===== config.mk =====
export PLATFORM = sky130hd
export DESIGN_NAME = lcdi2c_ctrl
export DESIGN_NICKNAME = d
export VERILOG_FILES = /design/src/rtl/lcdi2c_pkg.sv /design/src/rtl/lcdi2c_line_sync.sv /design/src/rtl/lcdi2c_dmem.sv /design/src/rtl/lcdi2c_cfg.sv /design/src/rtl/lcdi2c_proto.sv /design/src/rtl/lcdi2c_ctrl.sv
export SDC_FILE = /design/constraint.sdc
export NUM_CORES = 1
export LEC_CHECK = 0
export BUFFER_PORTS_ARGS = -buffer_cell sky130_fd_sc_hd__buf_4
export CAP_MARGIN = 40
export CORE_MARGIN = 2
export CORE_UTILIZATION = 25
export CTS_CLUSTER_DIAMETER = 100
export DETAILED_ROUTE_END_ITERATION = 8
export SLEW_MARGIN = 20
export SYNTH_ARGS = -nofsm -noshare
export SYNTH_HDL_FRONTEND = slang
export SYNTH_HIERARCHICAL = 1
export SYNTH_SLANG_ARGS = --single-unit

===== constraint.sdc =====
create_clock -name clk -period 7.96 [get_ports clk]
set_input_delay 0.398 -clock clk [delete_from_list [all_inputs] [get_ports clk]]
set_output_delay 0.398 -clock clk [all_outputs]
set_load 0.01 [all_outputs]

===== src/rtl/lcdi2c_pkg.sv =====
package lcdi2c_pkg;

    localparam int PTR_W     = 4;
    localparam int DATA_W    = 8;
    localparam int MEM_DEPTH = 16;
    localparam int BIT_W     = $clog2(DATA_W + 1);
    localparam int SET_W     = 6;

    localparam logic [6:0] SLV_ADDR = 7'b0111000;

    localparam logic [7:0] CMD_PTR   = 8'h80;
    localparam logic [7:0] CMD_DRIVE = 8'h82;
    localparam logic [7:0] CMD_SYS   = 8'h84;
    localparam logic [7:0] CMD_FRAME = 8'h86;
    localparam logic [7:0] CMD_BLINK = 8'h88;
    localparam logic [7:0] CMD_VADJ  = 8'h94;

    localparam logic [PTR_W-1:0] LIM_QUARTER = PTR_W'(9);
    localparam logic [PTR_W-1:0] LIM_EIGHTH  = PTR_W'(15);

    typedef enum logic [2:0] {
        PH_IDLE, PH_ADDR, PH_CMD, PH_ARG, PH_WDATA, PH_RDATA
    } phase_e;

    typedef struct packed {
        logic       duty8;
        logic       bias4;
        logic       sys_s;
        logic       sys_e;
        logic       frame_fast;
        logic [1:0] blink;
        logic       seg_pin;
        logic       vadj_en;
        logic [3:0] vadj_lvl;
    } cfg_t;

    localparam cfg_t CFG_RESET = '{duty8: 1'b0, bias4: 1'b0, sys_s: 1'b0,
                                   sys_e: 1'b0, frame_fast: 1'b0, blink: 2'b00,
                                   seg_pin: 1'b1, vadj_en: 1'b1, vadj_lvl: 4'h0};

    typedef struct packed {
        logic start;
        logic stop;
        logic rise;
        logic fall;
        logic sda;
        logic scl;
    } bus_ev_t;

    function automatic logic [PTR_W-1:0] ptr_next(input logic [PTR_W-1:0] p,
                                                  input logic duty8);
        logic [PTR_W-1:0] lim;
        lim = duty8 ? LIM_EIGHTH : LIM_QUARTER;
        return (p == lim) ? '0 : p + 1'b1;
    endfunction

    function automatic logic cmd_known(input logic [7:0] c);
        return (c == CMD_PTR) || (c == CMD_DRIVE) || (c == CMD_SYS) ||
               (c == CMD_FRAME) || (c == CMD_BLINK) || (c == CMD_VADJ);
    endfunction

endpackage


===== src/rtl/lcdi2c_line_sync.sv =====
module lcdi2c_line_sync
    import lcdi2c_pkg::*;
#(
    parameter int STAGES = 2
) (
    input  logic    clk,
    input  logic    rst,
    input  logic    scl_i,
    input  logic    sda_i,
    output bus_ev_t ev_o
);
    logic [STAGES-1:0] scl_sh, sda_sh;
    logic              scl_p, sda_p;
    logic              scl_s, sda_s;

    always_ff @(posedge clk) begin
        if (rst) begin
            scl_sh <= '1;
            sda_sh <= '1;
            scl_p  <= 1'b1;
            sda_p  <= 1'b1;
        end else begin
            scl_sh <= {scl_sh[STAGES-2:0], scl_i};
            sda_sh <= {sda_sh[STAGES-2:0], sda_i};
            scl_p  <= scl_s;
            sda_p  <= sda_s;
        end
    end

    assign scl_s = scl_sh[STAGES-1];
    assign sda_s = sda_sh[STAGES-1];

    always_comb begin
        ev_o.rise  = scl_s & ~scl_p;
        ev_o.fall  = ~scl_s & scl_p;
        ev_o.start = scl_s & scl_p & sda_p & ~sda_s;
        ev_o.stop  = scl_s & scl_p & ~sda_p & sda_s;
        ev_o.sda   = sda_s;
        ev_o.scl   = scl_s;
    end
endmodule


===== src/rtl/lcdi2c_dmem.sv =====
module lcdi2c_dmem #(
    parameter int DEPTH = 16,
    parameter int DW    = 8,
    localparam int AW   = $clog2(DEPTH)
) (
    input  logic          clk,
    input  logic          rst,
    input  logic          we,
    input  logic [AW-1:0] waddr,
    input  logic [DW-1:0] wdata,
    input  logic [AW-1:0] raddr_a,
    output logic [DW-1:0] rdata_a,
    input  logic [AW-1:0] raddr_b,
    output logic [DW-1:0] rdata_b
);
    logic [DW-1:0] row [DEPTH];

    for (genvar i = 0; i < DEPTH; i++) begin : g_row
        always_ff @(posedge clk) begin
            if (rst)
                row[i] <= '0;
            else if (we && waddr == AW'(i))
                row[i] <= wdata;
        end
    end

    assign rdata_a = row[raddr_a];
    assign rdata_b = row[raddr_b];


    mem_write_chk: assert property (@(posedge clk) disable iff (rst)
        ($past(we) && raddr_b == $past(waddr)) |-> rdata_b == $past(wdata));
endmodule


===== src/rtl/lcdi2c_cfg.sv =====
module lcdi2c_cfg
    import lcdi2c_pkg::*;
(
    input  logic             clk,
    input  logic             rst,
    input  logic             apply,
    input  logic [7:0]       cmd,
    input  logic [SET_W-1:0] arg,
    output cfg_t             cfg_o
);
    cfg_t cfg_q;

    always_ff @(posedge clk) begin
        if (rst) begin
            cfg_q <= CFG_RESET;
        end else if (apply) begin
            case (cmd)
                CMD_DRIVE: begin
                    cfg_q.duty8 <= arg[1];
                    cfg_q.bias4 <= arg[0];
                end
                CMD_SYS: begin
                    cfg_q.sys_s <= arg[1];
                    cfg_q.sys_e <= arg[0];
                end
                CMD_FRAME: cfg_q.frame_fast <= arg[0];
                CMD_BLINK: cfg_q.blink      <= arg[1:0];
                CMD_VADJ: begin
                    cfg_q.seg_pin  <= arg[5];
                    cfg_q.vadj_en  <= arg[4];
                    cfg_q.vadj_lvl <= arg[3:0];
                end
                default: ;
            endcase
        end
    end

    assign cfg_o = cfg_q;


    cfg_hold_chk: assert property (@(posedge clk) disable iff (rst)
        $past(!apply || !cmd_known(cmd)) |-> cfg_q == $past(cfg_q));
endmodule


===== src/rtl/lcdi2c_proto.sv =====
module lcdi2c_proto
    import lcdi2c_pkg::*;
(
    input  logic              clk,
    input  logic              rst,
    input  bus_ev_t           ev,
    input  logic              duty8,
    input  logic [DATA_W-1:0] rd_data,
    output logic              sda_pd,
    output logic [PTR_W-1:0]  ptr,
    output logic              wr_en,
    output logic [DATA_W-1:0] wr_data,
    output logic              cfg_apply,
    output logic [7:0]        cfg_cmd,
    output logic [SET_W-1:0]  cfg_arg
);
    localparam logic [BIT_W-1:0] ACK_SLOT = BIT_W'(DATA_W);
    localparam logic [2:0]       MSB_IDX  = 3'(DATA_W - 1);

    phase_e            phase;
    logic [BIT_W-1:0]  bitcnt;
    logic [DATA_W-1:0] shreg;
    logic [7:0]        cmd_q;
    logic              ack_clk, ptr_adv, ptr_load, addr_hit;

    assign addr_hit  = (shreg[7:1] == SLV_ADDR);
    assign ack_clk   = ev.rise && (bitcnt == ACK_SLOT);
    assign wr_en     = ack_clk && (phase == PH_WDATA);
    assign cfg_apply = ack_clk && (phase == PH_ARG);
    assign ptr_load  = cfg_apply && (cmd_q == CMD_PTR);
    assign ptr_adv   = wr_en || (ack_clk && phase == PH_RDATA && !ev.sda);
    assign wr_data   = shreg;
    assign cfg_cmd   = cmd_q;
    assign cfg_arg   = shreg[SET_W-1:0];

    always_ff @(posedge clk) begin
        if (rst) begin
            phase  <= PH_IDLE;
            bitcnt <= '0;
            shreg  <= '0;
            cmd_q  <= '0;
            sda_pd <= 1'b0;
        end else if (ev.start) begin
            phase  <= PH_ADDR;
            bitcnt <= '0;
            sda_pd <= 1'b0;
        end else if (ev.stop) begin
            phase  <= PH_IDLE;
            bitcnt <= '0;
            sda_pd <= 1'b0;
        end else if (phase != PH_IDLE) begin
            if (ev.rise) begin
                if (bitcnt != ACK_SLOT) begin
                    shreg  <= {shreg[DATA_W-2:0], ev.sda};
                    bitcnt <= bitcnt + 1'b1;
                end else begin
                    bitcnt <= '0;
                    case (phase)
                        PH_ADDR:  phase <= !addr_hit ? PH_IDLE :
                                           (shreg[0] ? PH_RDATA : PH_CMD);
                        PH_CMD: begin
                            cmd_q <= shreg;
                            phase <= PH_ARG;
                        end
                        PH_ARG:   phase <= (cmd_q == CMD_PTR) ? PH_WDATA : PH_CMD;
                        PH_RDATA: if (ev.sda) phase <= PH_IDLE;
                        default: ;
                    endcase
                end
            end else if (ev.fall) begin
                if (bitcnt == ACK_SLOT)
                    sda_pd <= (phase == PH_ADDR) ? addr_hit : (phase != PH_RDATA);
                else if (phase == PH_RDATA)
                    sda_pd <= ~rd_data[MSB_IDX - bitcnt[2:0]];
                else
                    sda_pd <= 1'b0;
            end
        end
    end

    always_ff @(posedge clk) begin
        if (rst)
            ptr <= '0;
        else if (ptr_load)
            ptr <= shreg[PTR_W-1:0];
        else if (ptr_adv)
            ptr <= ptr_next(ptr, duty8);
    end


    addr_ack_chk: assert property (@(posedge clk) disable iff (rst)
        ($rose(sda_pd) && $past(phase) == PH_ADDR) |-> $past(shreg[7:1]) == SLV_ADDR);


    ptr_wrap_chk: assert property (@(posedge clk) disable iff (rst)
        ($past(ptr_adv) && $past(ptr) == ($past(duty8) ? LIM_EIGHTH : LIM_QUARTER))
        |-> ptr == '0);


    ptr_hold_chk: assert property (@(posedge clk) disable iff (rst)
        (!$past(ptr_adv) && !$past(ptr_load)) |-> ptr == $past(ptr));


    sda_low_chk: assert property (@(posedge clk) disable iff (rst)
        (!$stable(sda_pd) && !$past(ev.start || ev.stop)) |-> !$past(ev.scl));
endmodule


===== src/rtl/lcdi2c_ctrl.sv =====
module lcdi2c_ctrl
    import lcdi2c_pkg::*;
(
    input  logic       clk,
    input  logic       rst,
    input  logic       scl_i,
    input  logic       sda_i,
    output logic       sda_pd_o,
    output logic       duty_o,
    output logic       bias_o,
    output logic       osc_on_o,
    output logic       disp_on_o,
    output logic       frame_fast_o,
    output logic [1:0] blink_o,
    output logic       seg_pin_o,
    output logic       vadj_en_o,
    output logic [3:0] vadj_lvl_o,
    input  logic [3:0] lcd_raddr_i,
    output logic [7:0] lcd_rdata_o
);
    bus_ev_t           ev;
    cfg_t              cfg;
    logic [PTR_W-1:0]  ptr;
    logic              wr_en, cfg_apply;
    logic [DATA_W-1:0] wr_data, ptr_data;
    logic [7:0]        cfg_cmd;
    logic [SET_W-1:0]  cfg_arg;

    lcdi2c_line_sync #(.STAGES(2)) u_sync (
        .clk(clk), .rst(rst), .scl_i(scl_i), .sda_i(sda_i), .ev_o(ev)
    );

    lcdi2c_proto u_proto (
        .clk(clk), .rst(rst), .ev(ev), .duty8(cfg.duty8), .rd_data(ptr_data),
        .sda_pd(sda_pd_o), .ptr(ptr), .wr_en(wr_en), .wr_data(wr_data),
        .cfg_apply(cfg_apply), .cfg_cmd(cfg_cmd), .cfg_arg(cfg_arg)
    );

    lcdi2c_cfg u_cfg (
        .clk(clk), .rst(rst), .apply(cfg_apply), .cmd(cfg_cmd),
        .arg(cfg_arg), .cfg_o(cfg)
    );

    lcdi2c_dmem #(.DEPTH(MEM_DEPTH), .DW(DATA_W)) u_mem (
        .clk(clk), .rst(rst), .we(wr_en), .waddr(ptr), .wdata(wr_data),
        .raddr_a(ptr), .rdata_a(ptr_data),
        .raddr_b(lcd_raddr_i), .rdata_b(lcd_rdata_o)
    );

    assign duty_o       = cfg.duty8;
    assign bias_o       = cfg.bias4;
    assign osc_on_o     = cfg.sys_s;
    assign disp_on_o    = cfg.sys_s & cfg.sys_e;
    assign frame_fast_o = cfg.frame_fast;
    assign blink_o      = cfg.blink;
    assign seg_pin_o    = cfg.seg_pin;
    assign vadj_en_o    = cfg.vadj_en;
    assign vadj_lvl_o   = cfg.vadj_lvl;


    disp_needs_osc_chk: assert property (@(posedge clk) disable iff (rst)
        disp_on_o |-> osc_on_o);
endmodule


==> key figures, run 1 <==
Run status
  • Status: finished clean

GRT
  • Vias in the first global route: 5,846
  • Global-route wire length before repair: 37.2 mm
  • Initial antenna violation count: 0
  • Largest net degree at the start of global routing: 68
  • Total grt overflow: 0
  • GRT Overall Usage: 0.130

Clock tree
  • Post-CTS setup buffer count: 0
  • Worst-path clk slew: 0.07 ns
  • CTS Sinks: 175
  • Clk_lat worst skew: 0.43 ns
  • Htree depth: 4
  • Cts repair resizes: 0
  • Root buffer cell: clkbuf_16
  • CTS Buffer Depth: 2
  • # hold bufs at CTS: 0
  • CTS buffer count: 17
  • CTS tree: built

Critical path
  • WP buf/inv: 1
  • Slowest stage delay, CP: 0.59 ns
  • Family with the most delay on the worst path: multiplexers
  • Worst Path Max Fanout: 33
  • Startpoint types: register
  • CP Data Arrival Time: 3.39 ns
  • WP data required: 8.31 ns
  • Crit end category: register
  • Crit path cell chain: buf_4 > mux4_2 > a22oi_1 > nand2_1 > mux4_2 > or4_1 > a31oi_1
  • Critical path's slowest cell: mux4_2
  • Most frequent cell on the critical path: mux4_2
  • Setup CP Type: reg -> reg

Placed design
  • DP Cell Count: 1,165
  • Hpwl dp: 16.7 mm
  • Routability cong.: 0.848
  • Cell Area, Placed: 0.00994 sq mm
  • PortBufs: 29

Layout
  • Layout fillers: 3,704
  • Final net count: 731
  • Layout cell share with drive strength beyond 1: 0.214
  • Cell area after layout: 0.0105 sq mm
  • Fin cells: 1,202
  • Area Overhead vs Synth: 13.5%

Drt
  • Vias per inst: 5.05
  • Post-route ant nets: 0
  • Total Wirelength: 24.3 mm
  • Residual DRC: 0
  • Routed WL per cell: 20.2 um
  • DRT Pass-1 Iters: 5
  • Total number of vias: 6,075
  • DRT iter0 DRCs: 500

Worst hold path
  • Hold WC Path Type: in -> reg

Floorplan
  • Die Y: 197 um
  • Standard-cell rows: 70
  • Die width: 197 um
  • CORE AREA: 0.0366 sq mm
  • IO Pins: 30
  • Initial Util: 0.253
  • Die Area: 0.0387 sq mm

Logic synthesis
  • Synthesized net count: 716
  • Ys Warns: 6
  • Synth Area per Inst: 13.2 sq um
  • Synth Instances: 705
  • Mapped cell area: 0.00927 sq mm

STA
  • Fin crit share: 0.382
  • Worst-margin pin slew: 0.848 ns
  • Final Hold Viols: 0
  • Slew Limit Fails: 0
  • Fin Setup TNS: 0 ns
  • Setup violations, final: 0
  • Max-slew headroom: 0.434
  • Fmax: 0.329 GHz
  • Min Tclk post-route: 3.04 ns
  • Clock Skew: 0.0133 ns
  • RSZ-0062 raised after global routing: false

Pwr
  • Maximum VDD drop: 0.000149 V
  • Leak: 3.67 nW
  • Pwr dens: 181 mW/mm^2

Job
  • Max Cap Viol: 0
## routing by layer
| layer | part of all wire | wire, um | vias up | GRT usage |
|---|---|---|---|---|
| met1 | 0.44 | 10700 | 3041 | 0.179 |
| met2 | 0.46 | 11200 | 282 | 0.201 |
| met5 | 0 | 0 | - | 0 |
| li1 | - | - | 2708 | - |
| met3 | 0.075 | 1830 | 44 | 0.0296 |
| met4 | 0.022 | 541 | 0 | 0.0423 |
## state kept, by name, summed over array words and instances (netlist names)
name	cells
u_mem/row	128
u_proto/bitcnt	4
u_sync/sda_p	1
u_sync/scl_p	1
u_proto/ptr	4
u_proto/wr_data	8
u_cfg/cfg_o	13
u_sync/sda_sh	2
u_sync/scl_sh	2
u_proto/cfg_cmd	8
u_proto/sda_pd	1
u_proto/phase	3
## report_power, final
part           total (W)  internal [W]  switching, W
Combinational   0.000100     0.0000476     0.0000528
Clock           0.000791      0.000433      0.000358
Sequential       0.00102      0.000999     0.0000187
Total            0.00191       0.00148      0.000429
## area by class of cell
cell class | count | area (sq um) | share of cell area
Sequential cell | 175 | 4790 | 0.455
Clock buffer | 20 | 437 | 0.0415
Inverter | 9 | 33.8 | 0.00321
Tap cell | 468 | 586 | 0.0556
Timing Repair Buffer | 43 | 358 | 0.0340
Multi-Input combinational cell | 474 | 4210 | 0.400
Antenna cell | 1 | 2.50 | 0.000238
Clock inverter | 12 | 113 | 0.0107
## metrics by stage
stage	total power (W)	hold slack (ns)	util	worst slack [ns]
2_1_floorplan	0.00110	0.383	-	5.25
3_3_place_gp	0.00114	0.389	0.270	4.98
5_1_grt	0.00197	0.147	0.287	4.74
4_1_cts	0.00192	0.130	0.286	4.92
3_5_place_dp	0.00114	0.399	0.271	4.97
6_report	0.00191	0.147	0.288	4.92
## placed cells by master (no fill, tap or decap), types with 4 or more instances in the layout
| cell type | n |
|---|---|
| and2_1 | 132 |
| edfxtp_1 | 128 |
| mux4_2 | 66 |
| dfxtp_1 | 45 |
| nor2_1 | 42 |
| buf_4 | 37 |
| a22oi_1 | 33 |
| mux2i_1 | 27 |
| nand2_1 | 23 |
| clkbuf_16 | 17 |
| nand2b_1 | 16 |
| o21bai_1 | 16 |
| a21oi_1 | 10 |
| inv_1 | 9 |
| nor3_1 | 9 |
| nor2b_1 | 8 |
| nand3_1 | 7 |
| or2_1 | 6 |
| o31ai_1 | 5 |
| o21ai_0 | 5 |
| nand4_1 | 4 |
| nand3b_1 | 4 |
| nor2_2 | 4 |
| nor4_1 | 4 |
| a211oi_1 | 4 |
## path summary, 6_finish.rpt
path	cells past startpoint	start	slack (ns)	end
setup / recovery	7	u_proto/ptr[0]	4.92	u_proto/sda_pd
hold / removal	2	sda_i	0.15	u_sync/sda_sh[0]
setup reg to reg	7	u_proto/ptr[0]	4.92	u_proto/sda_pd
hold reg to reg	1	u_sync/scl_sh[0]	0.41	u_sync/scl_sh[1]
No activity file was read; power rests on OpenSTA's default activity.
==> run 2, diff against run 1 <==
==> constraint.sdc (replaced) <==
create_clock -name clk -period 3.16 [get_ports clk]
set_input_delay 0.158 -clock clk [delete_from_list [all_inputs] [get_ports clk]]
set_output_delay 0.158 -clock clk [all_outputs]
set_load 0.01 [all_outputs]
==> run 2 against run 1 <==
  * Global-route usage fell by 0.51 points
  * Clock-buffer cell count down 1
  * Design area increased by 1.5%
  * Core utilization grew 0.43 points
  * Critical endpoint unchanged
  * Largest power group unchanged
  * Highest routed layer unchanged
==> key figures, run 2 (synthesis results as in run 1) <==
Clock tree
  • Worst-path clk slew: 0.07 ns
  • Post-CTS setup buffer count: 0
  • Htree depth: 4
  • CTS Buffer Depth: 2
  • Clk_lat worst skew: 0.44 ns
  • CTS tree: built
  • CTS Sinks: 175
  • Root buffer cell: clkbuf_16
  • CTS buffer count: 17

Drt
  • Total Wirelength: 23.6 mm
  • Total number of vias: 6,052
  • Routed WL per cell: 19.3 um
  • DRT iter0 DRCs: 476
  • DRT Pass-1 Iters: 5
  • Vias per inst: 4.96
  • Post-route ant nets: 0
  • Residual DRC: 0

STA
  • Fin Setup TNS: 0 ns
  • Max-slew headroom: 0.442
  • WHS: 0.367 ns
  • Clock Skew: 0.0141 ns
  • Fmax: 0.365 GHz
  • Min Tclk post-route: 2.74 ns
  • RSZ-0062 raised after global routing: false
  • Fin crit share: 0.866
  • Final Hold Viols: 0
  • Worst-margin pin slew: 0.825 ns
  • Setup violations, final: 0
  • Slew Limit Fails: 0

Placed design
  • Hpwl dp: 16.0 mm
  • PortBufs: 29
  • Routability cong.: 0.794

Floorplan
  • Initial Util: 0.253
  • Die Area: 0.0387 sq mm
  • Standard-cell rows: 70
  • CORE AREA: 0.0366 sq mm
  • Die Y: 197 um
  • IO Pins: 30
  • Die width: 197 um

Critical path
  • CP Data Arrival Time: 3.10 ns
  • Slowest stage delay, CP: 0.55 ns
  • RR Endpoint: u_proto/sda_pd
  • Reg2reg start: u_proto/ptr[0]
  • Critical path's slowest cell: mux4_2
  • WP buf/inv: 1
  • Family with the most delay on the worst path: multiplexers
  • Startpoint types: register
  • Cell count of the worst reg-to-reg path: 7
  • R2r setup slk: 0.42 ns
  • Crit path cell chain: buf_12 > mux4_2 > a22oi_1 > nand2_1 > mux4_2 > or4_1 > a31oi_1
  • Worst Path Max Fanout: 41
  • WP data required: 3.52 ns
  • Crit end category: register
  • Most frequent cell on the critical path: mux4_2
  • Setup CP Type: reg -> reg

GRT
  • GRT Overall Usage: 0.125
  • Total grt overflow: 0
  • Largest net degree at the start of global routing: 48
  • Vias in the first global route: 6,012
  • Global-route wire length before repair: 36.1 mm
  • Initial antenna violation count: 0

Job
  • Max Cap Viol: 0

Pwr
  • Leak: 3.78 nW
  • Maximum VDD drop: 0.000383 V
  • Final total power: 0.00494 W
  • Pwr dens: 463 mW/mm^2

Run status
  • Status: finished clean

Worst hold path
  • Hold Crit Start: rst
  • Min-Delay Endpoint: u_proto/cfg_cmd[3]
  • Hold WC Path Type: in -> reg
  • WHS Path Cells: 3

Layout
  • Area Overhead vs Synth: 15.2%
  • Final net count: 750
  • Top reg by flops: u_mem/row
  • Layout cell share with drive strength beyond 1: 0.234
  • Ant diodes: 0
  • Number of flip-flops in the largest register: 128
  • Finished Core Util: 0.292
  • Commonest cells after routing, fill and taps aside: 132 x and2_1, 128 x edfxtp_1, 66 x mux4_2
  • Layout fillers: 3,693
  • Commonest non-fill, non-tap cell in the layout: and2_1
run 2: changes by cell type in the layout (fill, tap and decap cells not counted), sizes merged, moves of 2 or more:
cell         delta
buf            +18
clkbuf          -2
clkinv          -3
clkinvlp        -2
dlygate4sd3     +2
inv             +6
run 2: tightest hold or removal path, delay by kind of cell:
kind,cells,cell delay [ns]
AND/OR/NAND/NOR,1,0.13
buffers and inverters,2,0.47
run 2: per-layer routing:
layer,vias to the layer above,GRT usage,wire (um)
li1,2744,-,-
met1,3088,0.173,10700
met2,204,0.190,10800
met3,16,0.0354,1790
met4,0,0.0340,253
met5,-,0,0
run 2: report_power, final:
part | total [W] | switching, W | internal [W] | leakage, nW
sequential | 0.00255 | 0.0000363 | 0.00251 | 1.70
combinational | 0.000282 | 0.000148 | 0.000134 | 1.79
clock | 0.00211 | 0.000988 | 0.00112 | 0.284
run 2: worst max-delay path by stage:
stage / startpoint / depth (start not counted) / to / slack (ns)
6_report: u_proto/ptr[0] / 7 / u_proto/sda_pd / 0.42
5_1_grt: u_proto/ptr[0] / 7 / u_proto/sda_pd / 0.30
4_1_cts: u_proto/ptr[0] / 7 / u_proto/sda_pd / 0.42
3_5_place_dp: u_proto/ptr[0] / 7 / u_proto/sda_pd / 0.45
3_3_place_gp: u_proto/ptr[0] / 7 / u_proto/sda_pd / 0.43
2_1_floorplan: u_proto/ptr[0] / 8 / u_proto/sda_pd / 0.45
run 2: cell type report:
type	instances	area, sq um	share of cell area
repair buffers	62	490	0.0459
clock inverters	13	145	0.0136
well taps	468	586	0.0548
flip-flops and latches	175	4790	0.448
clock buffers	19	433	0.0405
multi-input cells	474	4210	0.394
inverters	9	33.8	0.00316
run 2: per-stage QoR:
step	setup WS, ns	cells	instance area [sq um]
2_1_floorplan	0.450	705	9270
3_3_place_gp	0.431	1185	10100
3_5_place_dp	0.448	1186	10100
4_1_cts	0.421	1220	10700
5_1_grt	0.296	1220	10700
6_report	0.424	1220	10700
run 2: timing repair:
action | 4_1_cts | 5_1_grt
setup endpoints to repair | 0 | 0
gates resized for setup | 0 | 0
hold buffers | 2 | 0
endpoints found under the hold margin | 2 | 0
